[src/rtl/dpe_pkg.sv]
package dpe_pkg;

    typedef enum logic [1:0] {
        ST_IDLE = 2'd0,
        ST_RUN  = 2'd1,
        ST_FIN  = 2'd2,
        ST_ERR  = 2'd3
    } dpe_state_e;

    typedef enum logic [1:0] {
        HS_LL = 2'd0,
        HS_HH = 2'd1,
        HS_LH = 2'd2,
        HS_HL = 2'd3
    } half_sel_e;

    // Two samples carried in one 32-bit word; the later sample sits on top.
    typedef struct packed {
        logic [15:0] hi;
        logic [15:0] lo;
    } pair_t;

    // Pipeline tag travelling beside the data.
    typedef struct packed {
        logic v;
        logic last;
    } tag_t;

    function automatic logic [31:0] mul16(input logic [15:0] x, input logic [15:0] y);
        logic signed [31:0] xe;
        logic signed [31:0] ye;
        xe = 32'(signed'(x));
        ye = 32'(signed'(y));
        return 32'(xe * ye);
    endfunction

    function automatic logic add_ovf(input logic [31:0] a, input logic [31:0] b,
                                     input logic [31:0] s);
        return (a[31] == b[31]) && (s[31] != a[31]);
    endfunction

endpackage

[src/rtl/dpe_ctrl.sv]
module dpe_ctrl
    import dpe_pkg::*;
#(
    parameter int AW    = 8,
    parameter int DEPTH = 7
) (
    input  logic          clk,
    input  logic          rst,
    input  logic          start,
    input  logic [AW:0]   count,
    output logic          busy,
    output logic          clr,
    output logic          rd,
    output logic [AW-1:0] addr,
    output logic          acc_en,
    output logic          fin,
    output logic          done,
    output logic          len_err
);
    dpe_state_e    st;
    logic [AW-1:0] left;
    logic          issue;
    logic          last_issue;
    logic          bad;
    tag_t          tag_q [DEPTH];

    always_comb begin
        bad        = (count == '0) || count[0];
        clr        = start && (st == ST_IDLE);
        issue      = (st == ST_RUN) && (left != '0);
        last_issue = issue && (left == AW'(1));
        busy       = (st != ST_IDLE);
        rd         = issue;
        fin        = (st == ST_FIN);
        done       = (st == ST_FIN) || (st == ST_ERR);
        acc_en     = tag_q[DEPTH-1].v;
    end

    always_ff @(posedge clk) begin
        if (rst) begin
            for (int i = 0; i < DEPTH; i++) tag_q[i] <= '0;
        end else begin
            tag_q[0] <= '{v: issue, last: last_issue};
            for (int i = 1; i < DEPTH; i++) tag_q[i] <= tag_q[i-1];
        end
    end

    always_ff @(posedge clk) begin
        if (rst) begin
            st      <= ST_IDLE;
            left    <= '0;
            addr    <= '0;
            len_err <= 1'b0;
        end else begin
            unique case (st)
                ST_IDLE: if (clr) begin
                    if (bad) begin
                        st      <= ST_ERR;
                        len_err <= 1'b1;
                    end else begin
                        st      <= ST_RUN;
                        left    <= count[AW:1];
                        addr    <= '0;
                        len_err <= 1'b0;
                    end
                end
                ST_RUN: begin
                    if (issue) begin
                        left <= left - AW'(1);
                        addr <= addr + AW'(1);
                    end
                    if (tag_q[DEPTH-1].v && tag_q[DEPTH-1].last) st <= ST_FIN;
                end
                ST_FIN:  st <= ST_IDLE;
                ST_ERR:  st <= ST_IDLE;
                default: st <= ST_IDLE;
            endcase
        end
    end
endmodule

[src/rtl/dpe_lane.sv]
module dpe_lane
    import dpe_pkg::*;
#(
    parameter int LOAD_LAT = 5,
    parameter int MUL_LAT  = 2
) (
    input  logic        clk,
    input  logic        rst,
    input  logic        clr,
    input  logic        acc_en,
    input  logic [15:0] a_h,
    input  logic [15:0] b_h,
    output logic [31:0] acc,
    output logic        ovf_evt
);
    // One cycle of the load latency is spent inside the memory itself.
    localparam int OPD = LOAD_LAT - 1;

    logic [15:0] opa [OPD];
    logic [15:0] opb [OPD];
    logic [31:0] pq  [MUL_LAT];
    logic [31:0] p_last;
    logic [31:0] nsum;

    always_ff @(posedge clk) begin
        if (rst) begin
            for (int i = 0; i < OPD; i++) begin
                opa[i] <= '0;
                opb[i] <= '0;
            end
            for (int i = 0; i < MUL_LAT; i++) pq[i] <= '0;
        end else begin
            opa[0] <= a_h;
            opb[0] <= b_h;
            for (int i = 1; i < OPD; i++) begin
                opa[i] <= opa[i-1];
                opb[i] <= opb[i-1];
            end
            pq[0] <= mul16(opa[OPD-1], opb[OPD-1]);
            for (int i = 1; i < MUL_LAT; i++) pq[i] <= pq[i-1];
        end
    end

    always_comb begin
        p_last  = pq[MUL_LAT-1];
        nsum    = acc + p_last;
        ovf_evt = acc_en && add_ovf(acc, p_last, nsum);
    end

    always_ff @(posedge clk) begin
        if (rst || clr) acc <= '0;
        else if (acc_en) acc <= nsum;
    end
endmodule

[src/rtl/dpe_halfmul.sv]
module dpe_halfmul
    import dpe_pkg::*;
(
    input  logic        clk,
    input  logic        rst,
    input  logic [31:0] a,
    input  logic [31:0] b,
    input  logic [1:0]  sel,
    output logic [31:0] prod
);
    pair_t       pa;
    pair_t       pb;
    logic [15:0] xa;
    logic [15:0] xb;

    always_comb begin
        pa = pair_t'(a);
        pb = pair_t'(b);
        unique case (half_sel_e'(sel))
            HS_LL: begin xa = pa.lo; xb = pb.lo; end
            HS_HH: begin xa = pa.hi; xb = pb.hi; end
            HS_LH: begin xa = pa.lo; xb = pb.hi; end
            HS_HL: begin xa = pa.hi; xb = pb.lo; end
            default: begin xa = pa.lo; xb = pb.lo; end
        endcase
    end

    always_ff @(posedge clk) begin
        if (rst) prod <= '0;
        else     prod <= mul16(xa, xb);
    end
endmodule

[src/rtl/dotpair_engine.sv]
module dotpair_engine
    import dpe_pkg::*;
#(
    parameter int AW       = 8,
    parameter int LOAD_LAT = 5,
    parameter int MUL_LAT  = 2
) (
    input  logic          clk,
    input  logic          rst,
    input  logic          start,
    input  logic [AW:0]   count,
    output logic          a_rd,
    output logic [AW-1:0] a_addr,
    input  logic [31:0]   a_data,
    output logic          b_rd,
    output logic [AW-1:0] b_addr,
    input  logic [31:0]   b_data,
    output logic          done,
    output logic [31:0]   result,
    output logic          ovf,
    output logic          len_err,
    input  logic [31:0]   hm_a,
    input  logic [31:0]   hm_b,
    input  logic [1:0]    hm_sel,
    output logic [31:0]   hm_prod
);
    localparam int NLANE = 2;
    localparam int DEPTH = LOAD_LAT + MUL_LAT;

    logic          busy;
    logic          clr;
    logic          rd;
    logic [AW-1:0] addr;
    logic          acc_en;
    logic          fin;
    logic          sum_ovf;
    logic          ovf_q;
    logic [31:0]   lane_acc [NLANE];
    logic [NLANE-1:0] lane_ovf;

    dpe_ctrl #(.AW(AW), .DEPTH(DEPTH)) u_ctrl (
        .clk(clk), .rst(rst), .start(start), .count(count),
        .busy(busy), .clr(clr), .rd(rd), .addr(addr),
        .acc_en(acc_en), .fin(fin), .done(done), .len_err(len_err)
    );

    for (genvar g = 0; g < NLANE; g++) begin : g_lane
        dpe_lane #(.LOAD_LAT(LOAD_LAT), .MUL_LAT(MUL_LAT)) u_lane (
            .clk(clk), .rst(rst), .clr(clr), .acc_en(acc_en),
            .a_h(a_data[16*g +: 16]), .b_h(b_data[16*g +: 16]),
            .acc(lane_acc[g]), .ovf_evt(lane_ovf[g])
        );
    end

    dpe_halfmul u_hm (
        .clk(clk), .rst(rst), .a(hm_a), .b(hm_b), .sel(hm_sel), .prod(hm_prod)
    );

    always_comb begin
        a_rd    = rd;
        b_rd    = rd;
        a_addr  = addr;
        b_addr  = addr;
        result  = lane_acc[0] + lane_acc[1];
        sum_ovf = add_ovf(lane_acc[0], lane_acc[1], result);
        ovf     = ovf_q || (fin && sum_ovf);
    end

    always_ff @(posedge clk) begin
        if (rst || clr) ovf_q <= 1'b0;
        else if ((|lane_ovf) || (fin && sum_ovf)) ovf_q <= 1'b1;
    end
endmodule

[config.mk]
export PLATFORM = sky130hd
export DESIGN_NAME = dotpair_engine
export DESIGN_NICKNAME = d
export VERILOG_FILES = /design/src/rtl/dpe_pkg.sv /design/src/rtl/dpe_ctrl.sv /design/src/rtl/dpe_lane.sv /design/src/rtl/dpe_halfmul.sv /design/src/rtl/dotpair_engine.sv
export SDC_FILE = /design/constraint.sdc
export NUM_CORES = 2
export LEC_CHECK = 0
export BUFFER_PORTS_ARGS = -buffer_cell sky130_fd_sc_hd__buf_2
export CORE_MARGIN = 2
export CORE_UTILIZATION = 62
export DETAILED_ROUTE_END_ITERATION = 8
export PLACE_DENSITY = 0.88
export RECOVER_POWER = 25
export SLEW_MARGIN = 40
export SYNTH_ARGS = -nofsm -noshare
export SYNTH_HDL_FRONTEND = slang
export SYNTH_HIERARCHICAL = 1
export SYNTH_SLANG_ARGS = --single-unit
[constraint.sdc]
create_clock -name clk -period 10.89 [get_ports clk]
set_clock_uncertainty 0.05 [all_clocks]
set_input_delay 1.089 -clock clk [delete_from_list [all_inputs] [get_ports clk]]
set_output_delay 1.089 -clock clk [all_outputs]
set_load 0.1 [all_outputs]
# --- Word-level counts from Yosys, hierarchy flattened ---
# Memories as Yosys holds them, arrays and structs flattened.
# Cells that the tools add are included.
word_totals:
  register_bits: 116
  out_inout_bits: 85
  mem_count: 7
  ram_bits: 398
  input_bits: 142
  mem_bits_ro: 0
  latchBits: 0
op_classes:
  n_lt_le_gt_ge: 0
  n_mux: 45
  eq_ne: 17
  n_div: 0
  shift: 0
  mul: 3
  reduce_logical: 29
  add_sub_neg: 5
  n_bitwise: 27
memory_table:
  columns: ["memory", "words", "word_bits", "rd", "rd_ports_with_merged_regs", "write_ports", "line", "text"]
  rows:
  - ["g_lane[0].u_lane.opa", 4, 16, 4, 0, 4, "dpe_lane.sv:19", "logic [15:0] opa [OPD];"]
  - ["g_lane[0].u_lane.opb", 4, 16, 4, 0, 4, "dpe_lane.sv:20", "logic [15:0] opb [OPD];"]
  - ["g_lane[0].u_lane.pq", 2, 32, 2, 0, 2, "dpe_lane.sv:21", "logic [31:0] pq [MUL_LAT];"]
  - ["g_lane[1].u_lane.opa", 4, 16, 4, 0, 4, "dpe_lane.sv:19", null]
  - ["g_lane[1].u_lane.opb", 4, 16, 4, 0, 4, "dpe_lane.sv:20", null]
  - ["g_lane[1].u_lane.pq", 2, 32, 2, 0, 2, "dpe_lane.sv:21", null]
  - ["+1 memories", null, null, null, null, null, null, null]
ops:
  columns: ["operator", "count"]
  rows:
  - ["$mux 16", 16]
  - ["$mux 32", 4]
  - ["$add 32x32->32", 3]
  - ["$mul 16x16->32", 3]
  - ["$pmux 16 s2", 2]
  - ["$mux 8", 6]
  - ["$pmux 8 s2", 2]
  - ["$or 1x1->1", 27]
  - ["$mux 2", 10]
  - ["$reduce_or 2->1", 6]
  - ["$logic_and 1x1->1", 10]
  - ["$logic_not 9->1", 1]
  - ["$add 8x1->8 const B", 1]
  - ["$eq 2x2->1 const B", 4]
  - ["$eq 8x1->1 const B", 1]
  - ["$reduce_bool 8->1", 1]
  - ["$sub 8x1->8 const B", 1]
  - ["$pmux 2 s3", 1]
  - ["$logic_or 1x1->1", 5]
  - ["$eq 2x1->1 const B", 2]
  - ["$logic_not 2->1", 2]
  - ["$mux 1", 4]
  - ["$ne 2x1->1 const B", 2]
  - ["$ne 2x2->1 const B", 2]
  - ["other kinds (5)", 10]

# --- Depth between registers and ports, before layout ---
depth:
  depth_word: 6
  ltp_mapped: 28
  mapped_depth_nobuf: 26

# --- By module ---
# Netlist, hierarchy kept.
modules_own_cells:
  columns: ["module", "instances", "area_each_um2", "cells_per_inst", "seq_area_each_um2"]
  rows:
  - ["dpe_lane (g_lane[0].u_lane)", 1, 17671.9, 1844, 4484.3]
  - ["dpe_lane (g_lane[1].u_lane)", 1, 17381.7, 1795, 4484.3]
  - ["dpe_halfmul", 1, 11028.1, 1225, 640.6]
  - ["dpe_ctrl", 1, 1589.0, 170, 660.6]
  - ["dotpair_engine", 1, 1575.3, 216, 20.0]

# --- Least setup slack after synthesis ---
# Ideal clock, no wire load.
synth_path:
  path_kind: "input to register"
  startpoint: "in hm_sel[1]"
  endpoint: "reg u_hm.prod[31]"
  setup_time_ns: 0.071
  required_ns: 10.769
  slack_ns: 2.569
  arrival_time_ns: 8.201
  path_stages: 24
  path_cell_list: "inv_1 ha_1 clkbuf_1 clkbuf_1 mux2_2 nand2_1 inv_1 fa_1 fa_1 fa_1 fa_1 fa_1 inv_1 fa_1 inv_1 ha_1 clkbuf_2 o21a_1 a2111oi_0 o22ai_1 o2111ai_2 a31oi_1 or3_1 a21oi_1"
synth_via:
  elab_chain_len: 4
  elab_cells_between_ends: 11
synth_lines:
  columns: ["element", "line", "text"]
  rows:
  - ["from (decl)", "dotpair_engine.sv:24", "input logic [1:0] hm_sel,"]
  - ["$eq 2x1->1 (tied with other cells)", "dpe_halfmul.sv:19", "unique case (half_sel_e'(sel))"]
  - ["$reduce_or 2->1 (no line)", null, null]
  - ["$pmux 16 s2", "dpe_halfmul.sv:19", null]
  - ["$mul 16x16->32 (*)", "dpe_pkg.sv:34", "return 32'(xe * ye);"]
  - ["to (signal assigned)", "dpe_halfmul.sv:30", "else prod <= mul16(xa, xb);"]
  - ["to (decl)", "dpe_halfmul.sv:9", "output logic [31:0] prod"]
# Every way passes the cells marked *; elsewhere a longest branch is shown, timed or not.
# A chain may end at the register's enable or synchronous reset.

# --- Worst setup path in the final report ---
layout_path:
  startpoint: "in hm_sel[0]"
  endpoint: "reg u_hm.prod[31]"
# The elaborated chain is that of the path after synthesis.

==> results.py <==
metrics = {
    "synth": {
        "synth_commonest_cells": "978 x inv_1, 789 x fa_1, 514 x dfxtp_1",
        "avgSynthCellArea_um2": 9.38,
        "syn_area_mm2": 0.0492,
        "yosys-top-cells-area": "fa_1 32%, dfxtp_1 21%, ha_1 8.8%",
        "synth.distinct_cells": 98,
        "async_reset_ff_frac": 0,
        "netlist_instances": 5250,
        "synth_top_area_frac": 0.321,
        "yosysWarnings": 6,
        "synth.most_common_cell": "inv_1",
        "synth_edf_count": 0,
        "yosysTopAreaCell": "fa_1",
        "syn-num-nets": 6526,
        "ys_seq_area_frac": 0.209,
        "synth-main-ff-cell": "dfxtp_1",
        "synth_seq_cells": 514,
    },
    "floorplan": {
        "coreArea_mm2": 0.0789,
        "num_rows": 103,
        "die_w_um": 286,
        "start_util": 0.624,
        "die_y_um": 286,
        "die_area_mm2": 0.0817,
        "io_pins": 227,
    },
    "routing": {
        "wl_met1_um": 44300,
        "routedWlPerCell_um": 17.3,
        "drc_errors": 0,
        "num_vias": 36000,
        "vias_per_cell": 5.57,
        "wirelength_um": 112000,
        "wl_met3_um": 9770,
        "wl_met2_um": 53000,
        "drt_first_pass_iters": 6,
        "postRouteAntennaNets": 0,
        "first_iter_violations": 2471,
        "top_layer": "met4",
    },
    "clock_network": {
        "cts_max_level": 2,
        "clock_latency_ns": 0.63,
        "cts_resized": 0,
        "cts.sinks": 514,
        "cts_max_path_buffers": 3,
        "numCtsBuffers": 52,
        "cts-root-buf": "clkbuf_16",
        "hold_buffers": 0,
        "cts_tree": "done",
        "post_cts_buffers": 0,
        "clkTransAtPathRegs_ns": 0.06,
    },
    "global_route": {
        "grt_pass1_vias": 38600,
        "grt_usage": 0.284,
        "grt_max_degree": 147,
        "grt-ovfl-total": 0,
        "grt_first_pass_wirelength_um": 188000,
        "antenna_found_initial": 2,
    },
    "run_status": {
        "outcome": "complete, but fails checks",
        "violations": "max-capacitance violations, max-slew violations",
    },
    "power_and_ir_drop": {
        "p_leak_nw": 26.3,
        "irDropWorstVdd_mv": 0.887,
        "power_density_mw_per_mm2": 280,
    },
    "timing": {
        "setup_viol": 0,
        "tightest_slew_ns": 3.70,
        "tns_ns": 0,
        "relSlewSlack": -1.47,
        "timing.fmax_ghz": 0.123,
        "rsz0062_at_grt": "false",
        "holdWs_ns": 0.381,
        "finalCriticalPeriod_ns": 8.13,
        "slew_viol_final": 219,
        "setup_slack_ns": 2.76,
        "hold_viol_final": 0,
        "period_share": 0.747,
    },
    "place": {
        "pre_cts_slack_ns": 2.27,
        "portBuffers": 226,
        "hpwlAfterDp_um": 88500,
        "gp_congestion": 0.988,
    },
    "worst_setup_path": {
        "cp-start-kind": "input port",
        "crit_required_ns": 11.31,
        "criticalPathCategory": "in2reg",
        "end_kind": "flop",
        "cp_max_fo": 30,
        "arrival_ns": 8.55,
    },
    "finish": {
        "drive_gt1_frac": 0.0790,
        "nNetsFinal": 6650,
        "nFillCells": 5956,
        "synthToLayoutAreaGrowth_pct": 7.47,
        "finalCoreUtilization": 0.671,
    },
    "min_path": {
        "hp-class": "reg2reg",
    },
    "flow_run": {
        "cap_violations": 3,
    },
}
[kinds of logic after synthesis]
logic type                 Yosys count  synth area share
adders and majority gates         1134             0.408
AOI/OAI and AO/OA                  555            0.0751
and+or+nand+nor                   1624             0.167
xor gates and xnor gates           169            0.0301
DFF                                514             0.209
muxes                               97            0.0205
buffers and inverters             1157            0.0899
[layout by cell type, fill, tap and decap left out, types with 8 or more instances in the layout]
master and n:
or2_2 12, and3_1 15, a211oi_1 23, o21bai_1 27, nor2b_1 367, a21oi_2 12, buf_4 16, mux2i_1 57
buf_2 225, clkinv_2 10, xnor2_1 122, o21ai_1 11, dfxtp_1 511, nand2b_1 34, and4_1 9, a31oi_1 17
o211ai_1 13, mux2_2 27, nand4_1 12, nor3b_1 8, or3_1 18, nand2_1 427, nor3_1 38, and2_1 247
a21oi_1 172, a211o_1 8, fa_1 789, inv_1 978, mux2i_2 11, ha_1 345, nor2_1 359, clkbuf_16 52
nand3_1 45, o21a_1 26, a21o_1 69, xor2_1 47, clkbuf_1 15, o21ai_0 84
[worst max-delay path, cell delays in order]
cell,delay (ns)
buf_2,0.11
ha_1,0.20
nor2_2,0.20
buf_4,0.47
mux2_2,0.47
nand2_1,0.13
inv_1,0.10
fa_1,0.63
fa_1,0.93
fa_1,0.52
fa_1,0.49
fa_1,0.55
inv_1,0.05
fa_1,0.53
inv_1,0.04
ha_1,0.39
o21a_1,0.21
a2111oi_0,0.40
o22ai_1,0.20
o2111ai_2,0.21
a31oi_1,0.12
or3_1,0.36
a21oi_1,0.15
[path summary, 6_finish.rpt]
kind	from	to	slack [ns]	depth (start not counted)
worst min register to register	g_lane[0].u_lane/opb[0][39]	g_lane[0].u_lane/opb[0][55]	0.38	1
worst min-delay path	g_lane[0].u_lane/opb[0][39]	g_lane[0].u_lane/opb[0][55]	0.38	1
worst max-delay path	hm_sel[0]	u_hm/prod[31]	2.76	23
worst max register to register	g_lane[1].u_lane/opb[0][49]	g_lane[1].u_lane/pq[0][31]	3.72	21
[area by class of cell]
| type | count | area (um^2) | area share |
|---|---|---|---|
| clock buffers | 69 | 1430 | 0.0269 |
| well taps | 1050 | 1310 | 0.0248 |
| repair buffers | 247 | 1310 | 0.0247 |
| flip-flops and latches | 514 | 10300 | 0.195 |
| multi-input cells | 3579 | 34600 | 0.653 |
| clock inverters | 26 | 330 | 0.00624 |
| inverters | 980 | 3680 | 0.0696 |
| diodes | 1 | 2.50 | 0.0000473 |
[power breakdown]
| part | internal (mW) | total [mW] | switching, mW |
|---|---|---|---|
| sequential | 2.06 | 2.13 | 0.0690 |
| clock | 1.03 | 1.80 | 0.771 |
| combinational | 4.54 | 10.9 | 6.36 |
[routing by layer]
metal  vias up  global-route usage
met2      1588               0.472
met3       397              0.0550
met4         0               0.120
li1      16400                   -
met1     17600               0.365
met5         -                   0
[sequential cells by signal, indices dropped and copies added (netlist names)]
| register | cells |
|---|---|
| u_hm/prod | 32 |
| u_ctrl/tag_q | 14 |
| g_lane.u_lane/pq | 128 |
| u_ctrl/len_err | 1 |
| g_lane.u_lane/opa | 128 |
| g_lane.u_lane/opb | 128 |
| u_ctrl/left | 8 |
| u_ctrl/st | 2 |
| g_lane.u_lane/acc | 64 |
| u_ctrl/addr | 8 |
| ovf_q | 1 |
[per-stage QoR]
stage / instances / power (mW) / cell area [um^2]
after floorplan: 5250 / 10.7 / 49200
after global placement: 6369 / 12.6 / 51100
after detailed placement: 6370 / 12.9 / 51200
after CTS: 6465 / 14.8 / 52900
after global routing: 6465 / 16.5 / 52900
final: 6466 / 14.8 / 52900
No activity file was read; power rests on OpenSTA's default activity.
